`config.mk`:
```
export PLATFORM = sky130hd
export DESIGN_NAME = insr_top
export DESIGN_NICKNAME = d
export VERILOG_FILES = /design/src/rtl/insr_pkg.sv /design/src/rtl/insr_sync.sv /design/src/rtl/insr_sticky.sv /design/src/rtl/insr_top.sv
export SDC_FILE = /design/constraint.sdc
export NUM_CORES = 1
export LEC_CHECK = 0
export BUFFER_PORTS_ARGS = -buffer_cell sky130_fd_sc_hd__buf_2
export CAP_MARGIN = 20
export CORE_ASPECT_RATIO = 2
export CORE_MARGIN = 2
export CORE_UTILIZATION = 45
export DETAILED_ROUTE_END_ITERATION = 8
export GPL_TIMING_DRIVEN = 0
export PLACE_DENSITY = 0.74
export SKIP_CTS_REPAIR_TIMING = 1
export SYNTH_ARGS = -nofsm -noshare
export SYNTH_HDL_FRONTEND = slang
export SYNTH_HIERARCHICAL = 1
export SYNTH_SLANG_ARGS = --single-unit
```
`constraint.sdc`:
```
create_clock -name clk -period 0.8 [get_ports clk]
set_input_delay 0.12 -clock clk [delete_from_list [all_inputs] [get_ports clk]]
set_output_delay 0.12 -clock clk [all_outputs]
set_load 0.01 [all_outputs]
```
`src/rtl/insr_pkg.sv`:
```
package insr_pkg;

    localparam int unsigned INSR_DEF_LINES  = 16;
    localparam int unsigned INSR_DEF_STAGES = 2;

    // Next value of a sticky flag vector: clear selected bits, then set on
    // any high live level so that a coincident event is never lost.
    function automatic logic [INSR_DEF_LINES-1:0] insr_flag_next(
        input logic [INSR_DEF_LINES-1:0] cur,
        input logic [INSR_DEF_LINES-1:0] clr,
        input logic [INSR_DEF_LINES-1:0] lvl
    );
        return (cur & ~clr) | lvl;
    endfunction

endpackage

```
`src/rtl/insr_sync.sv`:
```
module insr_sync #(
    parameter int unsigned LINES  = 16,
    parameter int unsigned STAGES = 2
) (
    input  logic             clk,
    input  logic             rst_n,
    input  logic [LINES-1:0] async_i,
    output logic [LINES-1:0] level_o
);

    localparam int unsigned LAST = STAGES - 1;

    typedef struct packed {
        logic [STAGES-1:0][LINES-1:0] chain;
    } sync_st_t;

    sync_st_t st_d, st_q;

    always_comb begin
        st_d = st_q;
        st_d.chain[0] = async_i;
        for (int s = 1; s < STAGES; s++) begin
            st_d.chain[s] = st_q.chain[s-1];
        end
    end

    always_ff @(posedge clk or negedge rst_n) begin
        if (!rst_n) begin
            st_q <= '0;
        end else begin
            st_q <= st_d;
        end
    end

    assign level_o = st_q.chain[LAST];

endmodule

```
`src/rtl/insr_sticky.sv`:
```
module insr_sticky #(
    parameter int unsigned LINES = 16
) (
    input  logic             clk,
    input  logic             rst_n,
    input  logic [LINES-1:0] level_i,
    input  logic [LINES-1:0] clr_i,
    output logic [LINES-1:0] flag_o
);

    typedef struct packed {
        logic [LINES-1:0] flag;
    } flag_st_t;

    flag_st_t st_d, st_q;

    always_comb begin
        st_d = st_q;
        st_d.flag = (st_q.flag & ~clr_i) | level_i;
    end

    always_ff @(posedge clk or negedge rst_n) begin
        if (!rst_n) begin
            st_q <= '0;
        end else begin
            st_q <= st_d;
        end
    end

    assign flag_o = st_q.flag;

    // a flag that is not selected by a clear stays set
    a_r2_flag_sticky: assert property (@(posedge clk) disable iff (!rst_n)
        (|(flag_o & ~clr_i)) |=>
        ((flag_o & $past(flag_o & ~clr_i)) == $past(flag_o & ~clr_i)));

    // a high level always leaves its flag set, whatever the clear says
    a_r6_set_wins: assert property (@(posedge clk) disable iff (!rst_n)
        (|level_i) |=> ((flag_o & $past(level_i)) == $past(level_i)));

    // a selected flag whose level is low is cleared at the next edge
    a_r3_clear_takes: assert property (@(posedge clk) disable iff (!rst_n)
        (|(clr_i & ~level_i)) |=> ((flag_o & $past(clr_i & ~level_i)) == '0));

endmodule

```
`src/rtl/insr_top.sv`:
```
module insr_top
    import insr_pkg::*;
#(
    parameter int unsigned LINES  = INSR_DEF_LINES,
    parameter int unsigned STAGES = INSR_DEF_STAGES
) (
    input  logic               clk,
    input  logic               rst_n,
    input  logic [LINES-1:0]   in_raw,
    input  logic               wr_en,
    input  logic [2*LINES-1:0] wr_data,
    input  logic               rd_en,
    output logic [2*LINES-1:0] rd_data
);

    localparam int unsigned WORD_W = 2 * LINES;

    logic [LINES-1:0] level_w;
    logic [LINES-1:0] flag_w;
    logic [LINES-1:0] clr_w;
    logic             unused_wr_hi;

    assign clr_w        = wr_en ? wr_data[LINES-1:0] : '0;
    assign unused_wr_hi = ^wr_data[WORD_W-1:LINES];

    insr_sync #(
        .LINES  (LINES),
        .STAGES (STAGES)
    ) u_sync (
        .clk     (clk),
        .rst_n   (rst_n),
        .async_i (in_raw),
        .level_o (level_w)
    );

    insr_sticky #(
        .LINES (LINES)
    ) u_sticky (
        .clk     (clk),
        .rst_n   (rst_n),
        .level_i (level_w),
        .clr_i   (clr_w),
        .flag_o  (flag_w)
    );

    typedef struct packed {
        logic [WORD_W-1:0] snap;
    } rd_st_t;

    rd_st_t st_d, st_q;

    always_comb begin
        st_d = st_q;
        if (rd_en) begin
            st_d.snap = {flag_w, level_w};
        end
    end

    always_ff @(posedge clk or negedge rst_n) begin
        if (!rst_n) begin
            st_q <= '0;
        end else begin
            st_q <= st_d;
        end
    end

    assign rd_data = st_q.snap;

    // without a read strobe the snapshot does not move
    a_r9_snapshot_hold: assert property (@(posedge clk) disable iff (!rst_n)
        !rd_en |=> $stable(rd_data));

endmodule

```
# ---- Word-level counts from Yosys, hierarchy flattened
# Index checks and enable logic that the tools add are counted.
dict set report op_classes {
  mux 1
  n_bitwise 3
}
# operator n
set ops {}
lappend ops {{16-bit AND} 1}
lappend ops {{16-bit 2-to-1 mux} 1}
lappend ops {{16-bit inverter} 1}
lappend ops {{16-bit OR} 1}
dict set report totals {
  register_bits 80
  inputBits 52
  out_inout_bits 32
  word_cells 8
}

# ---- Longest topological paths before layout
# Gate-level depths: netlist (run 1).
dict set report logic_depth {
  depth_word 4
  ltp_mapped 4
  depth_no_buf 3
}

# ---- Cells and area by module
# The synthesis (run 1) kept the hierarchy.
# mod n_inst cells_per_inst area_per_inst_um2
set by_module_without_submodules {}
lappend by_module_without_submodules {insr_top 1 85 1448.9}
lappend by_module_without_submodules {insr_sync 1 32 800.8}
lappend by_module_without_submodules {insr_sticky 1 48 580.6}

# ---- Worst setup path before layout (run 1)
# Ideal clock, no wire load.
dict set report synth_path {
  path_kind {input port to flip-flop}
  from {in rd_en}
  to {reg st_q (netlist bit rd_data[0])}
  setup_ns 0.125
  t_arrival_ns 0.662
  setup_slack_ns 0.013
  stages 3
  path_cell_list {buf_6 -> buf_12 -> mux2_4}
}
# element line_no
set synth_rtl {}
lappend synth_rtl {{start: declaration} insr_top.sv:12} ;# input logic rd_en,
lappend synth_rtl {{end signal: assignment} insr_top.sv:63} ;# st_q <= st_d;
lappend synth_rtl {{end: declaration} insr_top.sv:50} ;# rd_st_t st_d, st_q;
# No word-level cell between the ends.

# ---- Worst setup path in the final report (run 1)
dict set report layout_path {
  from {reg st_q (netlist bit rd_data[11])}
  to {out rd_data[11]}
}
# element line_no
set layout_rtl {}
lappend layout_rtl {{end: declaration} insr_top.sv:13} ;# output logic [2*LINES-1:0] rd_data
# No word-level cell between the ends.

==> results.tsv, run 1 <==
metric	value	unit
M1 GR Usage	18.14	%
RSZ-0062 raised after global routing	true	
WP buf/inv	1	
CP endpoint kind	output port	
Post-Syn Nets	217	
worst hold path class	in -> async	
CTS max path bufs	2	
hold_ws	-0.3713	ns
max-slew violation count	0	
fraction of layout instances using a drive strength above 1	47.84	%
DIE HEIGHT	116.2	um
routed vias	1591	
critical path class	reg -> out	
Final HPWL DP	3.062	mm
Pleak	1.865	nW
Wirelength per Cell	13.48	um
net switching fraction of the power	21.31	%
cells after synthesis	165	
top cells by area, synth	dfrtp_1, mux2_4, a21o_1, and2_1, buf_12	
status	complete, but fails checks	
Yosys reg bits	80	
largest net degree at the start of global routing	71	
antenna violations before repair	0	
cell taking the most area after synthesis	dfrtp_1	
die area	6978	sq um
TNS Setup	-6.142	ns
register area	2002	sq um
Sequential Power Share	48.2	%
P_sw	1.990	mW
WP data required	0.68	ns
peak supply drop	1241	uV
final hold violation count	80	
antenna viol nets, final	0	
final WL	4.878	mm
fillcell total	480	
top-area cell type share of the netlist area	70.73	%
Ant. Diodes	0	
Final Non-Filler Cells	362	
RePlAce Congestion	0.7126	
worst skew pair latency	0.32	ns
worst slew pin tran	0.3471	ns
initial core utilization	46.74	%
Worst setup SP type	register	
GR peak layer	met2	
fin util	63.99	%
min cycle time layout	0.9772	ns
CTS tree	yes	
Cell Area, Synth	2830	sq um
final setup margin	-0.1772	ns
Worst-path clk slew	0.06	ns
Seq/Total Area, Yosys	70.73	%
Area growth, synth to finish	36.91	%
Post-synth top flop	dfrtp_1	
failing checks	hold timing, setup timing	
mean post-synth cell area	17.15	sq um
Ports	84	
H-tree depth	3	
drt drc	0	
Tcrit/Tclk final	122.2	%
setup violators final	47	
Synth warnings	6	
CTS Buf Count	9	
PortBufs	66	
first-pass GRT wire length	7.279	mm
Top Family by Delay on Critical Path	flip-flops	
placeable core area	6056	sq um
relative slew slack	76.86	%
Die W	60.08	um
Clock Power Share	40.3	%
Pint	7.350	mW
max_cap viols	0	
GRT met2 Usage	22.97	%
via density per instance	4.395	
grt met3 use	3.765	%
row count	40	
skew final	0.004810	ns
commonest cells in the synthesized netlist	dfrtp_1, mux2_4, a21o_1, and2_1, inv_1	
crit path max fanout	2	
Layout Nets	325	
Pre-antenna DRT Iters	4	
multi-input logic area	693.2	sq um
Worst EP arrival	0.86	ns
synth unique cells	9	
Pwr Density	2410	nW/um^2
Tot GR Track Use	14.85	%
asr flop ratio synth	100.0	%
Post-synth EDFFs	0	
worst-path cell chain	buf_2	
FMAX	1023	MHz
# placed instances	316	
Critical-path top delay cell	dfrtp_1	
CTS root buffer	clkbuf_16	
CP max stage delay	0.39	ns
Logic pwr share	11.6	%
GRT overflow	0	
number of global-route vias before repair	1538	
most frequent cell after synthesis	dfrtp_1	
1st-iter DRT viols	48	
clk sink count	80	
-- registers in the layout (all words and copies together), names as in the netlist --
name and flops:
u_sticky/flag_o 16, rd_data 32, u_sync/level_o 16, u_sync/st_d 16
-- kinds of logic after synthesis --
logic type | count (synthesis) | synth area share, %
AOI/OAI and AO/OA | 16 | 4.244
DFF | 80 | 70.73
buffers and inverters | 21 | 4.775
muxes | 32 | 16.71
and+or+nand+nor | 16 | 3.537
-- worst paths after layout --
path                                 start                   to  slack, ns  cells after the start
max in group asynchronous            rst_n  u_sticky/flag_o[13]       0.60                      2
setup / recovery               rd_data[11]          rd_data[11]      -0.18                      1
hold / removal                       rst_n      u_sync/st_d[30]      -0.37                      1
hold reg to reg            u_sync/st_d[21]    u_sync/level_o[5]       0.35                      0
setup reg to reg                rd_data[1]           rd_data[1]      -0.09                      2
min in group clk                     rd_en          rd_data[31]       0.10                      2
-- cell type report --
type / instances / area share [%]
flip-flops and latches: 80 / 51.66
multi-input cells: 64 / 17.89
repair buffers: 98 / 16.98
clock buffers: 13 / 6.974
well taps: 84 / 2.712
plain buffers: 4 / 1.840
inverters: 16 / 1.550
clock inverters: 3 / 0.3875
-- per-layer routing --
metal	share of wire (%)	vias up	routed length, um
li1	-	752	-
met1	41	786	2009
met2	52	45	2554
met3	3.8	8	185
met4	2.6	0	129
met5	0	-	0
-- per-stage QoR --
step	total power [mW]	hold WS (ns)	instance area, sq um	setup WS [ns]
final	9.340	-0.3713	3875	-0.1772
after CTS	9.299	-0.3775	3581	-0.1901
after floorplan	5.039	-0.1756	2830	0.01281
after detailed placement	5.469	-0.02711	3296	-0.4751
after global routing	9.747	-0.3721	3875	-0.2074
after global placement	5.425	0.2281	3266	-0.9055
-- cells in the final DEF (no fill, tap or decap), types with 2 or more instances in the layout --
cell            n
mux2_4         30
clkbuf_8        3
buf_4          16
dlygate4sd3_1  16
and2_1         16
a21o_1         16
buf_2          61
dfrtp_1        80
buf_12          3
clkinv_2        3
buf_6           5
clkbuf_16       9
inv_1          16
mux2_2          2
-- power groups by stage --
stage / Sequential [mW] / Clock, mW / Combinational, mW
global placement: 4.56 / 0 / 0.869
floorplan: 4.62 / 0 / 0.416
detailed placement: 4.57 / 0 / 0.902
finish: 4.50 / 3.76 / 1.08
CTS: 4.50 / 3.89 / 0.905
global route: 4.53 / 4.04 / 1.18
No activity file was read; power rests on OpenSTA's default activity.
==> run 2, diff against run 1 <==
--- a/config.mk
+++ b/config.mk
@@ -7,12 +7,15 @@
 export LEC_CHECK = 0
 export BUFFER_PORTS_ARGS = -buffer_cell sky130_fd_sc_hd__buf_2
 export CAP_MARGIN = 20
+export CELL_PAD_IN_SITES_DETAIL_PLACEMENT = 1
+export CELL_PAD_IN_SITES_GLOBAL_PLACEMENT = 1
 export CORE_ASPECT_RATIO = 2
 export CORE_MARGIN = 2
-export CORE_UTILIZATION = 45
+export CORE_UTILIZATION = 37
 export DETAILED_ROUTE_END_ITERATION = 8
 export GPL_TIMING_DRIVEN = 0
-export PLACE_DENSITY = 0.74
+export PLACE_DENSITY_LB_ADDON = 0.1
+export REMOVE_ABC_BUFFERS = 1
 export SKIP_CTS_REPAIR_TIMING = 1
 export SYNTH_ARGS = -nofsm -noshare
 export SYNTH_HDL_FRONTEND = slang
==> run 2 against run 1 <==
Net effect: the run still ends with hold timing, setup timing left; combinational power about the same; hold slack improved by 0.011 ns; critical endpoint is now rd_data[19]; clock skew decreased by 0.0016 ns; setup slack got worse by 0.0017 ns; power increased by 0.15%; first-iteration DRC count increased by 50%; clock-buffer cell count unchanged; sequential share of layout area increased by 0.29 points.
==> results.tsv, run 2 (synthesized netlist as in run 1, its figures left out) <==
metric	value	unit	change
failing checks	hold timing, setup timing		
1st-iter DRT viols	72		+50%
Sequential Power Share	48.0	%	-0.2 points
most frequent cells in the layout	dfrtp_1, buf_2, mux2_4		
Tot GR Track Use	12.80	%	-2.0 points
Tcrit/Tclk final	122.4	%	+0.21 points
worst hold path class	in -> async		
Wirelength per Cell	13.54	um	+0.51%
flip-flop count of the largest register after layout	32		unchanged
Worst setup SP type	register		
antenna violations before repair	0		unchanged
final hold violation count	80		unchanged
Layout Nets	328		+0.92%
commonest non-fill, non-tap cell in the layout	dfrtp_1		
Worst EP arrival	0.86	ns	about the same
max-slew violation count	0		unchanged
first-pass GRT wire length	7.838	mm	+7.7%
worst-path cell chain	buf_2		
Ant. Diodes	0		unchanged
antenna viol nets, final	0		unchanged
CTS root buffer	clkbuf_16		
Final HPWL DP	2.984	mm	-2.6%
placeable core area	7488	sq um	+24%
CTS max path bufs	2		unchanged
WP buf/inv	1		unchanged
Critical-path top delay cell	dfrtp_1		
PortBufs	67		+1.5%
worst skew pair latency	0.32	ns	about the same
placed cell area	3238	sq um	-1.7%
Pwr Density	2427	nW/um^2	+0.71%
row count	45		+13%
Area growth, synth to finish	36.16	%	
max_cap viols	0		unchanged
min cycle time layout	0.9789	ns	+0.001656 ns
Pint	7.340	mW	-0.14%
final WL	5.079	mm	+4.1%
clk sink count	80		unchanged
Final Non-Filler Cells	375		+3.6%
critical path class	reg -> out		
drt drc	0		unchanged
# placed instances	322		+1.9%
Logic pwr share	11.4	%	-0.2 points
CP max stage delay	0.39	ns	about the same
Pre-antenna DRT Iters	3		-1
fraction of layout instances using a drive strength above 1	48.40	%	+0.56 points
worst slew pin tran	0.4426	ns	+0.09548 ns
RSZ-0062 raised after global routing	true		
largest net degree at the start of global routing	70		-1.4%
CTS tree	yes		
relative slew slack	70.49	%	-6.4 points
routed vias	1624		+2.1%
CP endpoint kind	output port		
peak supply drop	1671	uV	+35%
DIE HEIGHT	127.7	um	+9.9%
skew final	0.003197	ns	-0.001614 ns
net switching fraction of the power	21.54	%	+0.23 points
crit path max fanout	2		unchanged
H-tree depth	3		unchanged
FMAX	1022	MHz	-0.17%
CTS Buf Count	9		unchanged
die area	8407	sq um	+20%
hold_ws	-0.3601	ns	+0.01118 ns
P_sw	2.015	mW	+1.3%
Worst-path clk slew	0.06	ns	about the same
post-route cell area	3854	sq um	-0.55%
GRT overflow	0		unchanged
final setup margin	-0.1789	ns	-0.001656 ns
Top Family by Delay on Critical Path	flip-flops		
status	complete, but fails checks		
Ports	84		unchanged
setup violators final	53		+13%
Power, Total	9.355	mW	+0.15%
via density per instance	4.331		-1.5%
initial core utilization	37.79	%	-8.9 points
Die W	65.85	um	+9.6%
RePlAce Congestion	0.7010		-1.6%
Clock Power Share	40.6	%	+0.3 points
number of global-route vias before repair	1602		+4.2%
Pleak	1.858	nW	-0.37%
WP data required	0.68	ns	about the same
[run 2: changes by cell type in the layout (fill, tap and decap cells not counted), sizes merged]
cell  previous run  this run
buf             86        89
[run 2: path summary, 6_finish.rpt]
path	start	to	slack (ns)	cells after the start
worst max-delay path	rd_data[19]	rd_data[19]	-0.18	1
worst min-delay path	rst_n	rd_data[11]	-0.36	1
worst max register to register	rd_data[5]	rd_data[5]	-0.08	2
worst min register to register	u_sync/st_d[27]	u_sync/level_o[11]	0.35	0
max in group asynchronous	rst_n	rd_data[24]	0.60	2
min in group clk	wr_data[2]	u_sticky/flag_o[2]	0.20	4
[run 2: worst reg2reg max path, stage by stage (launching register included)]
cell     delay [ns]
dfrtp_1        0.38
buf_4          0.13
mux2_4         0.25
[run 2: power groups by stage]
| stage | registers, mW | clock network [mW] | logic (mW) |
|---|---|---|---|
| 2_1_floorplan | 4.62 | 0 | 0.340 |
| 3_3_place_gp | 4.56 | 0 | 0.840 |
| 3_5_place_dp | 4.57 | 0 | 0.870 |
| 4_1_cts | 4.50 | 3.96 | 0.874 |
| 5_1_grt | 4.53 | 4.08 | 1.17 |
| 6_report | 4.49 | 3.79 | 1.07 |
[run 2: area by class of cell]
cell class	instances	area [sq um]
Sequential cell	80	2002
Multi-Input combinational cell	64	693.2
Inverter	16	60.06
Clock buffer	13	270.3
Fill cell	763	3635
Clock inverter	3	15.01
Tap cell	94	117.6
Timing Repair Buffer	105	695.7
[run 2: layer usage]
metal	up-vias	part of all wire, %	routed length, um	track usage [%]
met5	-	0	0	0
met2	49	49	2488	18.60
li1	752	-	-	-
met4	0	1.9	97	7.353
met3	9	5.3	270	4.126
met1	814	44	2223	16.64
[run 2: stage by stage]
stage / setup TNS, ns / hold slack, ns / worst slack, ns / util [%]
2_1_floorplan: 0 / -0.1756 / 0.02072 / -
3_3_place_gp: -100.83 / 0.2272 / -0.9773 / 42.84
3_5_place_dp: -23.71 / -0.02184 / -0.7179 / 43.24
4_1_cts: -15.59 / -0.3783 / -0.3608 / 47.05
5_1_grt: -8.190 / -0.3737 / -0.2168 / 51.46
6_report: -6.532 / -0.3601 / -0.1789 / 51.46
==> run 3, diff against run 2 <==
--- a/config.mk
+++ b/config.mk
@@ -19,5 +19,4 @@
 export SKIP_CTS_REPAIR_TIMING = 1
 export SYNTH_ARGS = -nofsm -noshare
 export SYNTH_HDL_FRONTEND = slang
-export SYNTH_HIERARCHICAL = 1
 export SYNTH_SLANG_ARGS = --single-unit
==> run 3 against run 2 <==
Net effect: sequential share of layout area rose by 0.79 points; clock skew rose by 0.0021 ns; the flow finishes with violations (setup timing); register-to-register slack worse by 0.02 ns.
==> results.tsv, run 3 <==
metric	value	unit	change
status	complete, but fails checks		
failing checks	setup timing		
mean post-synth cell area	18.26	sq um	+6.5%
Worst R2R End	rd_data[22]		
worst hold path class	in -> reg		
Tot GR Track Use	14.25	%	+1.4 points
Top Metal Used	met4		
Post-synth EDFFs	0		unchanged
final hold violation count	0		-100%
hold_ws	0.07213	ns	+0.4323 ns
H-tree depth	3		unchanged
WP depth	1		unchanged
most frequent cell after synthesis	dfrtp_1		
Area growth, synth to finish	38.60	%	
CTS Buf Count	9		unchanged
RePlAce Congestion	0.6135		-12%
commonest cells in the synthesized netlist	dfrtp_1, mux2_4, a21o_1, nand2_1, buf_12		
antenna violations before repair	0		unchanged
Wirelength per Cell	15.05	um	+11%
Ports	84		unchanged
flip-flop count of the largest register after layout	32		unchanged
via density per instance	4.410		+1.8%
FMAX	1015	MHz	-0.63%
die area	8148	sq um	-3.1%
Pwr Density	2658	nW/um^2	+9.5%
CTS max path bufs	2		unchanged
max_cap viols	0		unchanged
placeable core area	7212	sq um	-3.7%
RSZ-0062 raised after global routing	true		
synth unique cells	9		unchanged
Setup crit start	rd_data[22]		
CTS root buffer	clkbuf_16		
Critical-path top delay cell	dfrtp_1		
asr flop ratio synth	100.0	%	unchanged
CTS tree	yes		
register area	2002	sq um	unchanged
HP Start	wr_data[11]		
Reg2Reg Depth	2		unchanged
TNS Setup	-6.688	ns	-0.1558 ns
WP buf/inv	1		unchanged
worst slew pin tran	0.4433	ns	+0.0007266 ns
Worst setup SP type	register		
CP endpoint kind	output port		
first-pass GRT wire length	8.535	mm	+8.9%
Pleak	1.810	nW	-2.6%
GRT overflow	0		unchanged
Post-Route M1 WL	2.065	mm	-7.1%
routed vias	1570		-3.3%
Seq/Total Area, Yosys	73.09	%	+2.4 points
Top Family by Delay on Critical Path	flip-flops		
drt drc	0		unchanged
top cells by area, synth	dfrtp_1, mux2_4, a21o_1, buf_12, nand2_1		
Die W	64.84	um	-1.5%
CP max stage delay	0.39	ns	about the same
worst-path cell chain	buf_2		
Tcrit/Tclk final	123.1	%	+0.78 points
min cycle time layout	0.9851	ns	+0.006245 ns
r2r setup slk	-0.10	ns	-0.02 ns
final setup margin	-0.1851	ns	-0.006245 ns
number of global-route vias before repair	1666		+4.0%
PortBufs	67		unchanged
clk sink count	80		unchanged
Cell Area, Synth	2739	sq um	-3.2%
Worst EP arrival	0.87	ns	about the same
multi-input logic area	653.1	sq um	-5.8%
critical path class	reg -> out		
1st-iter DRT viols	60		-17%
Post-synth top flop	dfrtp_1		
cell taking the most area after synthesis	dfrtp_1		
worst skew pair latency	0.33	ns	about the same
fraction of layout instances using a drive strength above 1	50.38	%	+2.0 points
routed wire length on met2	2.932	mm	+18%
largest net degree at the start of global routing	81		+16%
initial core utilization	37.98	%	+0.18 points
Final HPWL DP	3.214	mm	+7.7%
Pre-antenna DRT Iters	4		+1
RR Startpoint	rd_data[22]		
DIE HEIGHT	125.7	um	-1.6%
WP data required	0.68	ns	about the same
Ant. Diodes	0		unchanged
Synth warnings	0		-6
fillcell total	719		-5.8%
Power, Total	10.09	mW	+7.9%
top-area cell type share of the netlist area	73.09	%	+2.4 points
antenna viol nets, final	0		unchanged
Layout Nets	311		-5.2%
crit path max fanout	2		unchanged
most frequent cells in the layout	dfrtp_1, buf_2, mux2_4		
Yosys reg bits	80		unchanged
Worst-path clk slew	0.06	ns	about the same
peak supply drop	1566	uV	-6.3%
relative slew slack	70.44	%	about the same
CP endpoint	rd_data[22]		
row count	44		-2.2%
skew final	0.005314	ns	+0.002118 ns
DR WL met3	268	um	-0.74%
max-slew violation count	0		unchanged
setup violators final	51		-3.8%
commonest non-fill, non-tap cell in the layout	dfrtp_1		
final WL	5.357	mm	+5.5%
cells after synthesis	150		-9.1%
==> run 3: cell families after synthesis <==
group	count (synthesis)	share of synthesized area [%]
simple gates	16	2.193
mux	32	17.27
buf+inv	6	3.061
flops	80	73.09
compound gates	16	4.386
==> run 3: worst min path at each step <==
stage / cells after the start / to
after global routing: 3 / u_sticky.flag_o[11]
after CTS: 1 / u_sync.st_d[24]
final: 3 / u_sticky.flag_o[11]
after global placement: 1 / u_sync.st_d[23]
after detailed placement: 1 / u_sync.st_d[26]
after floorplan: 0 / rd_data[0]
==> run 3: where the power goes <==
group | internal [mW] | leakage [nW] | switching (mW)
Combinational | 0.627 | 0.773 | 0.421
Clock | 3.05 | 0.156 | 1.49
Sequential | 4.35 | 0.881 | 0.153
==> run 3: metal layers <==
metal	vias up	global-route usage [%]
li1	721	-
met1	792	16.25
met2	49	23.29
met3	8	5.000
met4	0	7.134
met5	-	0
==> run 3: worst reg2reg max path, cell delays in order, from the launching register on <==
cell and delay (ns):
dfrtp_1 0.39, buf_4 0.13, mux2_4 0.26
==> run 3: layout make-up <==
cell class                      instances  share of cell area (%)
Clock buffer                           11                   6.131
Clock inverter                          5                   2.769
Multi-Input combinational cell         64                   17.21
Sequential cell                        80                   52.74
Tap cell                               92                   3.032
Timing Repair Buffer                  104                   18.13
==> run 3: stage by stage <==
step	instance area [sq um]	worst slack, ns	std cells	util, %
6_report	3796	-0.1851	356	52.64
5_1_grt	3796	-0.2264	356	52.64
4_1_cts	3446	-0.3640	319	47.78
3_5_place_dp	3108	-0.7187	303	43.10
3_3_place_gp	3105	-0.8082	303	43.06
2_1_floorplan	2655	0.02072	144	-
